$ cat src/rtl/stencil_pkg.sv
// Shared helpers for the stencil line buffer.
// Assumes: only constant (elaboration-time) use of the functions below.
package stencil_pkg;

    // Bits needed for a counter that takes values 0 .. count-1 (at least 1).
    function automatic int cnt_bits(input int count);
        return (count < 2) ? 1 : $clog2(count);
    endfunction

endpackage

$ cat src/rtl/stencil_line.sv
// One full-width line delay: a DEPTH-stage shift register that advances on en.
// dout is the value written DEPTH advances ago, i.e. the same column one row back.
// Assumes: data storage needs no reset; contents are overwritten before use.
module stencil_line #(
    parameter int DEPTH = 16,
    parameter int DW    = 8
) (
    input  logic          clk,
    input  logic          en,
    input  logic [DW-1:0] din,
    output logic [DW-1:0] dout
);

    logic [DW-1:0] stage [DEPTH];

    // Shift the whole line by one cell on each advance.
    always_ff @(posedge clk) begin
        if (en) begin
            stage[0] <= din;
            for (int i = 1; i < DEPTH; i++) begin
                stage[i] <= stage[i-1];
            end
        end
    end

    assign dout = stage[DEPTH-1];

endmodule

$ cat src/rtl/stencil_seq.sv
// Frame sequencer: tracks column and row (including RADIUS drain rows),
// derives both handshakes and the advance, preload and drain controls.
// Assumes: HEIGHT >= 1, RADIUS >= 1, cells arrive in row-major order.
module stencil_seq #(
    parameter int WIDTH  = 16,
    parameter int HEIGHT = 16,
    parameter int RADIUS = 2
) (
    input  logic clk,
    input  logic rst_n,
    input  logic in_valid,
    input  logic out_ready,
    output logic in_ready,
    output logic out_valid,
    output logic advance,
    output logic preload,
    output logic drain
);

    localparam int CBITS = stencil_pkg::cnt_bits(WIDTH);
    localparam int RBITS = stencil_pkg::cnt_bits(HEIGHT + RADIUS);
    localparam logic [CBITS-1:0] COL_LAST = CBITS'(WIDTH - 1);
    localparam logic [RBITS-1:0] ROW_LAST = RBITS'(HEIGHT + RADIUS - 1);
    localparam logic [RBITS-1:0] ROW_END  = RBITS'(HEIGHT);
    localparam logic [RBITS-1:0] ROW_PRIM = RBITS'(RADIUS);

    logic [CBITS-1:0] col;
    logic [RBITS-1:0] row;
    logic             priming;
    logic             take_in;

    // Phase decode from the row counter.
    assign priming   = (row < ROW_PRIM);
    assign drain     = (row >= ROW_END);
    assign preload   = (row == '0);
    assign in_ready  = !drain && (priming || out_ready);
    assign take_in   = in_valid && in_ready;
    assign out_valid = !priming && (drain || in_valid);
    assign advance   = take_in || (drain && (priming || out_ready));

    // Step column and row on every advance, wrapping at the end of a frame.
    always_ff @(posedge clk) begin
        if (!rst_n) begin
            col <= '0;
            row <= '0;
        end else if (advance) begin
            if (col == COL_LAST) begin
                col <= '0;
                row <= (row == ROW_LAST) ? '0 : row + 1'b1;
            end else begin
                col <= col + 1'b1;
            end
        end
    end

endmodule

$ cat src/rtl/stencil_linebuf.sv
// Stencil line buffer: 2*RADIUS state line delays give 2*RADIUS+1 aligned taps;
// RADIUS side line delays align constant and select with the centre row.
// Top edge: row 0 is written into every state line. Bottom edge: the newest
// line is fed back as the incoming row while RADIUS rows drain.
// Assumes: WIDTH cells per row, HEIGHT rows per frame, row-major input order.
module stencil_linebuf #(
    parameter int RADIUS  = 2,
    parameter int WIDTH   = 16,
    parameter int HEIGHT  = 16,
    parameter int STATE_W = 8,
    parameter int CONST_W = 8,
    parameter int TSEL_W  = 4
) (
    input  logic                             clk,
    input  logic                             rst_n,
    input  logic                             in_valid,
    output logic                             in_ready,
    input  logic [STATE_W-1:0]               in_state,
    input  logic [CONST_W-1:0]               in_const,
    input  logic [TSEL_W-1:0]                in_tsel,
    output logic                             out_valid,
    input  logic                             out_ready,
    output logic [(2*RADIUS+1)*STATE_W-1:0]  out_col,
    output logic [CONST_W-1:0]               out_const,
    output logic [TSEL_W-1:0]                out_tsel
);

    localparam int TAPS   = 2*RADIUS + 1;
    localparam int NLINES = 2*RADIUS;
    localparam int SIDE_W = CONST_W + TSEL_W;

    logic               advance;
    logic               preload;
    logic               drain;
    logic [STATE_W-1:0] tap  [TAPS];
    logic [SIDE_W-1:0]  side [RADIUS+1];

    stencil_seq #(
        .WIDTH  (WIDTH),
        .HEIGHT (HEIGHT),
        .RADIUS (RADIUS)
    ) u_seq (
        .clk       (clk),
        .rst_n     (rst_n),
        .in_valid  (in_valid),
        .out_ready (out_ready),
        .in_ready  (in_ready),
        .out_valid (out_valid),
        .advance   (advance),
        .preload   (preload),
        .drain     (drain)
    );

    // Newest row: live input, or the last buffered row while draining.
    assign tap[0] = drain ? tap[1] : in_state;

    // State line chain; row 0 is written into all lines at frame start.
    for (genvar l = 0; l < NLINES; l++) begin : g_state
        logic [STATE_W-1:0] feed;
        assign feed = preload ? in_state : tap[l];
        stencil_line #(.DEPTH(WIDTH), .DW(STATE_W)) u_line (
            .clk  (clk),
            .en   (advance),
            .din  (feed),
            .dout (tap[l+1])
        );
    end

    // Constant and select chain, RADIUS rows deep.
    assign side[0] = drain ? '0 : {in_const, in_tsel};
    for (genvar l = 0; l < RADIUS; l++) begin : g_side
        stencil_line #(.DEPTH(WIDTH), .DW(SIDE_W)) u_line (
            .clk  (clk),
            .en   (advance),
            .din  (side[l]),
            .dout (side[l+1])
        );
    end
    assign {out_const, out_tsel} = side[RADIUS];

    // Slice k (top first) takes the tap holding row r-RADIUS+k.
    for (genvar k = 0; k < TAPS; k++) begin : g_out
        assign out_col[k*STATE_W +: STATE_W] = tap[NLINES-k];
    end

endmodule

$ cat config.mk
export PLATFORM = sky130hd
export DESIGN_NAME = stencil_linebuf
export DESIGN_NICKNAME = d
export VERILOG_FILES = /design/src/rtl/stencil_pkg.sv /design/src/rtl/stencil_line.sv /design/src/rtl/stencil_seq.sv /design/src/rtl/stencil_linebuf.sv
export SDC_FILE = /design/constraint.sdc
export NUM_CORES = 1
export LEC_CHECK = 0
export ABC_CLOCK_PERIOD_IN_PS = 24800
export BUFFER_PORTS_ARGS = -buffer_cell sky130_fd_sc_hd__buf_2
export CORE_MARGIN = 1
export CORE_UTILIZATION = 55
export CTS_CLUSTER_SIZE = 14
export DETAILED_ROUTE_END_ITERATION = 8
export PLACE_DENSITY = 0.74
export SYNTH_ARGS = -nofsm -noshare
export SYNTH_HDL_FRONTEND = slang
export SYNTH_SLANG_ARGS = --single-unit
$ cat constraint.sdc
create_clock -name clk -period 24.8 [get_ports clk]
set_clock_uncertainty 0.2 [all_clocks]
set_input_delay 1.24 -clock clk [delete_from_list [all_inputs] [get_ports clk]]
set_output_delay 1.24 -clock clk [all_outputs]
set_load 0.05 [all_outputs]
==> metrics.txt <==
# TYPE chip_impl_metric gauge
chip_impl_info{name="run_status",value="finished, final reports clean"} 1
chip_impl_metric{name="cts.reportedPaths.clkPinSlew",unit="ns"} 0.06
chip_impl_metric{name="detailroute.wirelength.met3",unit="um"} 1780
chip_impl_metric{name="n_antenna_cell",unit=""} 0
chip_impl_metric{name="synth_fa_ha_area_frac",unit=""} 0.00177
chip_impl_metric{name="clkSinkCount",unit=""} 905
chip_impl_metric{name="critPathBufInv",unit=""} 3
chip_impl_info{name="crit_path_frequent_cell",value="sky130_fd_sc_hd__buf_4"} 1
chip_impl_metric{name="stdcell_count",unit=""} 1941
chip_impl_metric{name="multiInputGateArea",unit="um^2"} 796
chip_impl_metric{name="syn_area",unit="um^2"} 28300
chip_impl_metric{name="synth-edff-count",unit=""} 896
chip_impl_metric{name="cell_internal_power_dissipation",unit="mW"} 2.48
chip_impl_metric{name="seq_power_share",unit=""} 0.591
chip_impl_metric{name="synth_compound_gate_area_share",unit=""} 0.00367
chip_impl_metric{name="timing.slew.headroom",unit=""} 0.230
chip_impl_info{name="ys_dominant_reg_cell",value="sky130_fd_sc_hd__edfxtp_1"} 1
chip_impl_metric{name="clock.fmax",unit="GHz"} 0.194
chip_impl_metric{name="postRouteWirelength",unit="um"} 33600
chip_impl_metric{name="drtAntennaViolNets",unit=""} 0
chip_impl_metric{name="timing_hold_violations_final",unit=""} 0
chip_impl_metric{name="grt_overflow",unit=""} 0
chip_impl_metric{name="warning_count_from_the_yosys_run",unit=""} 0
chip_impl_metric{name="io_pins",unit=""} 78
chip_impl_info{name="critical_path.slowest_cell",value="sky130_fd_sc_hd__buf_4"} 1
chip_impl_info{name="hold_path.class",value="reg2reg"} 1
chip_impl_metric{name="critical_path_required",unit="ns"} 24.81
chip_impl_metric{name="die-area",unit="um^2"} 52300
chip_impl_metric{name="postSynthAreaPerCell",unit="um^2"} 25.9
chip_impl_metric{name="cts-resized-gates",unit=""} 0
chip_impl_metric{name="yosys.area.top_type_share",unit=""} 0.952
chip_impl_info{name="synth.cells.most_frequent",value="896 x sky130_fd_sc_hd__edfxtp_1, 61 x sky130_fd_sc_hd__nand2_1, 44 x sky130_fd_sc_hd__buf_4"} 1
chip_impl_metric{name="routed_wire_length_per_instance",unit="um"} 17.3
chip_impl_info{name="timing_worst_setup_path_type",value="reg2reg"} 1
chip_impl_info{name="synth_area_leader_cell",value="sky130_fd_sc_hd__edfxtp_1"} 1
chip_impl_metric{name="final.fill_count",unit=""} 3199
chip_impl_metric{name="synth_simple_gate_area_frac",unit=""} 0.0150
chip_impl_metric{name="synth_cell_types",unit=""} 29
chip_impl_metric{name="clk_latency",unit="ns"} 0.61
chip_impl_info{name="critPathTopFamily",value="buffers and inverters"} 1
chip_impl_metric{name="timing_worst_slew_pin_value",unit="ns"} 1.15
chip_impl_metric{name="antenna_found_initial",unit=""} 0
chip_impl_info{name="routed.top_layer",value="met4"} 1
chip_impl_metric{name="totalNegativeSetupSlack",unit="ns"} 0
chip_impl_metric{name="grt_util_all_layers",unit=""} 0.132
chip_impl_metric{name="areaGrowthSynthToFinish",unit="%"} 12.3
chip_impl_metric{name="clock_power_share",unit=""} 0.390
chip_impl_info{name="root_buffer",value="sky130_fd_sc_hd__clkbuf_16"} 1
chip_impl_metric{name="syn_inst",unit=""} 1093
chip_impl_metric{name="core_area",unit="um^2"} 50400
chip_impl_metric{name="drt_iter0_drc",unit=""} 700
chip_impl_metric{name="ctsHoldBuffers",unit=""} 0
chip_impl_metric{name="first_pass_iters",unit=""} 5
chip_impl_metric{name="seqCellArea",unit="um^2"} 27100
chip_impl_metric{name="static-leakage-power",unit="nW"} 10.8
chip_impl_info{name="rsz0062_at_grt",value="false"} 1
chip_impl_metric{name="synth_mux_area_frac",unit=""} 0.00708
chip_impl_metric{name="min_period_over_period",unit=""} 0.208
chip_impl_metric{name="number_of_global_route_vias_before_repair",unit=""} 9515
chip_impl_metric{name="timing.critical_path.slowest_cell_delay",unit="ns"} 1.01
chip_impl_metric{name="detail_route.vias_per_cell",unit=""} 5.04
chip_impl_metric{name="detailed_placer_s_ending_hpwl",unit="um"} 16100
chip_impl_metric{name="critical_path_at",unit="ns"} 5.18
chip_impl_info{name="synthTopCellsByArea",value="sky130_fd_sc_hd__edfxtp_1 95%, sky130_fd_sc_hd__buf_4 1.2%, sky130_fd_sc_hd__nand2_1 0.81%, sky130_fd_sc_hd__dfxtp_1 0.64%, sky130_fd_sc_hd__mux2_2 0.64%"} 1
chip_impl_metric{name="parity_gate_share_of_the_synthesized_area_counting_xor_and_xnor_cells",unit=""} 0.000310
chip_impl_info{name="worstPathCellList",value="nor4_4 > o22a_4 > buf_12 > buf_4 > buf_4"} 1
chip_impl_metric{name="met2RoutedLength",unit="um"} 15300
chip_impl_metric{name="final_critical_path_time_including_i_o_delays_and_setup",unit="ns"} 5.17
chip_impl_info{name="synth.most_common_cell",value="sky130_fd_sc_hd__edfxtp_1"} 1
chip_impl_metric{name="die-width",unit="um"} 229
chip_impl_metric{name="std_cell_rows",unit=""} 82
chip_impl_metric{name="power.net_switching",unit="uW"} 575
chip_impl_metric{name="power.density_cell_area",unit="nW/um^2"} 96.1
chip_impl_metric{name="grt_pass1_wl",unit="um"} 52600
chip_impl_metric{name="report.final.slew_viol_count",unit=""} 0
chip_impl_info{name="end_kind",value="flop"} 1
chip_impl_metric{name="postSynthRegisterBits",unit=""} 905
chip_impl_metric{name="cts-root-to-sink-buffers",unit=""} 3
chip_impl_metric{name="max-vdd-ir-drop",unit="V"} 0.0000556
chip_impl_info{name="synth_top_family_by_area",value="simple AND/OR/NAND/NOR gates"} 1
chip_impl_metric{name="cts-buffers-inserted",unit=""} 82
chip_impl_metric{name="grt_start_max_net_pins",unit=""} 219
chip_impl_metric{name="num_vias",unit=""} 9789
chip_impl_metric{name="floorplan.initialDensity",unit=""} 0.561
chip_impl_metric{name="setup_viol",unit=""} 0
chip_impl_metric{name="critical_path.max_fanout",unit=""} 214
chip_impl_metric{name="num-nets-final",unit=""} 1238
chip_impl_info{name="cts_tree",value="yes"} 1
chip_impl_metric{name="dieHeight",unit="um"} 229
chip_impl_metric{name="postSynth.asyncResetShare",unit=""} 0
chip_impl_metric{name="net_count_synth",unit=""} 1121
chip_impl_metric{name="post-route-drc-count",unit=""} 0
chip_impl_metric{name="ctsHtreeMaxLevel",unit=""} 3
chip_impl_metric{name="cts.repair_timing.setup_buffer_count",unit=""} 0
chip_impl_metric{name="gpl.final_weighted_congestion",unit=""} 0.677
chip_impl_metric{name="final_layout_size_suffix_gt1_frac",unit=""} 0.163
chip_impl_metric{name="share_comb_of_total_power",unit=""} 0.019
chip_impl_metric{name="power.share.switching",unit=""} 0.188
chip_impl_metric{name="met1_routed_wirelength_after_detailed_routing",unit="um"} 15600
chip_impl_info{name="critPathLaunchType",value="flop"} 1
chip_impl_metric{name="port_buffers",unit=""} 77
chip_impl_metric{name="drv.max_cap_violation_count",unit=""} 0
chip_impl_metric{name="dp_cells",unit=""} 1798
chip_impl_metric{name="seq_area_frac_synth",unit=""} 0.958
==> per-stage QoR <==
step                      hold WS [ns]  worst slack [ns]   util  power (mW)  instance area [um^2]
final                            0.210             19.63  0.630        3.05                 31700
after global routing             0.215             19.23  0.630        3.16                 31700
after CTS                        0.211             19.51  0.630        3.09                 31700
after detailed placement         0.205             19.20  0.580        1.89                 29200
after global placement           0.200             19.46  0.580        1.89                 29200
after floorplan                  0.200              1.50      -        1.93                 28300
==> per-layer routing <==
metal  global-route usage  vias to the layer above
li1                     -                     4512
met1                0.190                     4948
met2                0.193                      248
met3               0.0361                       81
met4               0.0533                        0
met5                    0                        -
==> sequential cells by signal, indices dropped and copies added, names as in the netlist <==
register / count
g_side.u_line.stage: 384
g_state.u_line.stage: 512
u_seq.col: 4
u_seq.row: 5
==> worst register-to-register path, stage by stage (launching register included) <==
cell and delay, ns:
sky130_fd_sc_hd__dfxtp_2 0.56, sky130_fd_sc_hd__nor4_4 0.46, sky130_fd_sc_hd__o22a_4 0.67, sky130_fd_sc_hd__buf_12 0.81, sky130_fd_sc_hd__buf_4 0.94, sky130_fd_sc_hd__buf_4 1.09
==> path summary, 6_finish.rpt <==
check        cells after the start                             to  slack, ns                     startpoint
max                              5  g_side[0].u_line.stage[0][71]      19.63                   u_seq.row[4]
min                              0  g_side[0].u_line.stage[0][94]       0.21  g_side[0].u_line.stage[0][82]
max reg2reg                      5  g_side[0].u_line.stage[0][71]      19.63                   u_seq.row[4]
min reg2reg                      0  g_side[0].u_line.stage[0][94]       0.21  g_side[0].u_line.stage[0][82]
==> logic make-up after synthesis <==
| kind of cell | after synthesis |
|---|---|
| and+or+nand+nor | 93 |
| DFF | 905 |
| buffers and inverters | 57 |
| AOI/OAI and AO/OA | 15 |
| xor gates and xnor gates | 1 |
| adders and majority gates | 4 |
| muxes | 18 |
==> area by class of cell <==
class,instances,area share
Sequential cell,905,0.853
Clock buffer,114,0.0727
Multi-Input combinational cell,131,0.0251
Clock inverter,29,0.00721
Tap cell,672,0.0265
Timing Repair Buffer,84,0.0146
Inverter,6,0.000709
==> power groups by stage <==
stage	Clock [mW]	Sequential (mW)	Combinational [mW]
2_1_floorplan	0	1.89	0.0464
3_3_place_gp	0	1.83	0.0556
3_5_place_dp	0	1.84	0.0580
4_1_cts	1.22	1.81	0.0581
5_1_grt	1.28	1.81	0.0613
6_report	1.19	1.81	0.0570
==> cell usage in the layout, fill, tap and decap left out, types with 2 or more instances in the layout <==
cell type and n:
sky130_fd_sc_hd__nor3_1 3, sky130_fd_sc_hd__or3_1 2, sky130_fd_sc_hd__o21ai_0 4, sky130_fd_sc_hd__nor2b_1 13, sky130_fd_sc_hd__nor2_1 7, sky130_fd_sc_hd__bufinv_16 4
sky130_fd_sc_hd__inv_1 6, sky130_fd_sc_hd__buf_4 5, sky130_fd_sc_hd__ha_1 4, sky130_fd_sc_hd__buf_12 2, sky130_fd_sc_hd__clkinv_1 16, sky130_fd_sc_hd__edfxtp_1 896
sky130_fd_sc_hd__clkbuf_8 3, sky130_fd_sc_hd__a21oi_1 5, sky130_fd_sc_hd__dfxtp_1 8, sky130_fd_sc_hd__mux2_2 16, sky130_fd_sc_hd__buf_2 77, sky130_fd_sc_hd__nand2_1 61
sky130_fd_sc_hd__mux2i_1 2, sky130_fd_sc_hd__clkinv_2 8, sky130_fd_sc_hd__clkbuf_16 87, sky130_fd_sc_hd__clkbuf_1 24, sky130_fd_sc_hd__nand3_1 2
(Power assumes the default switching activity.)
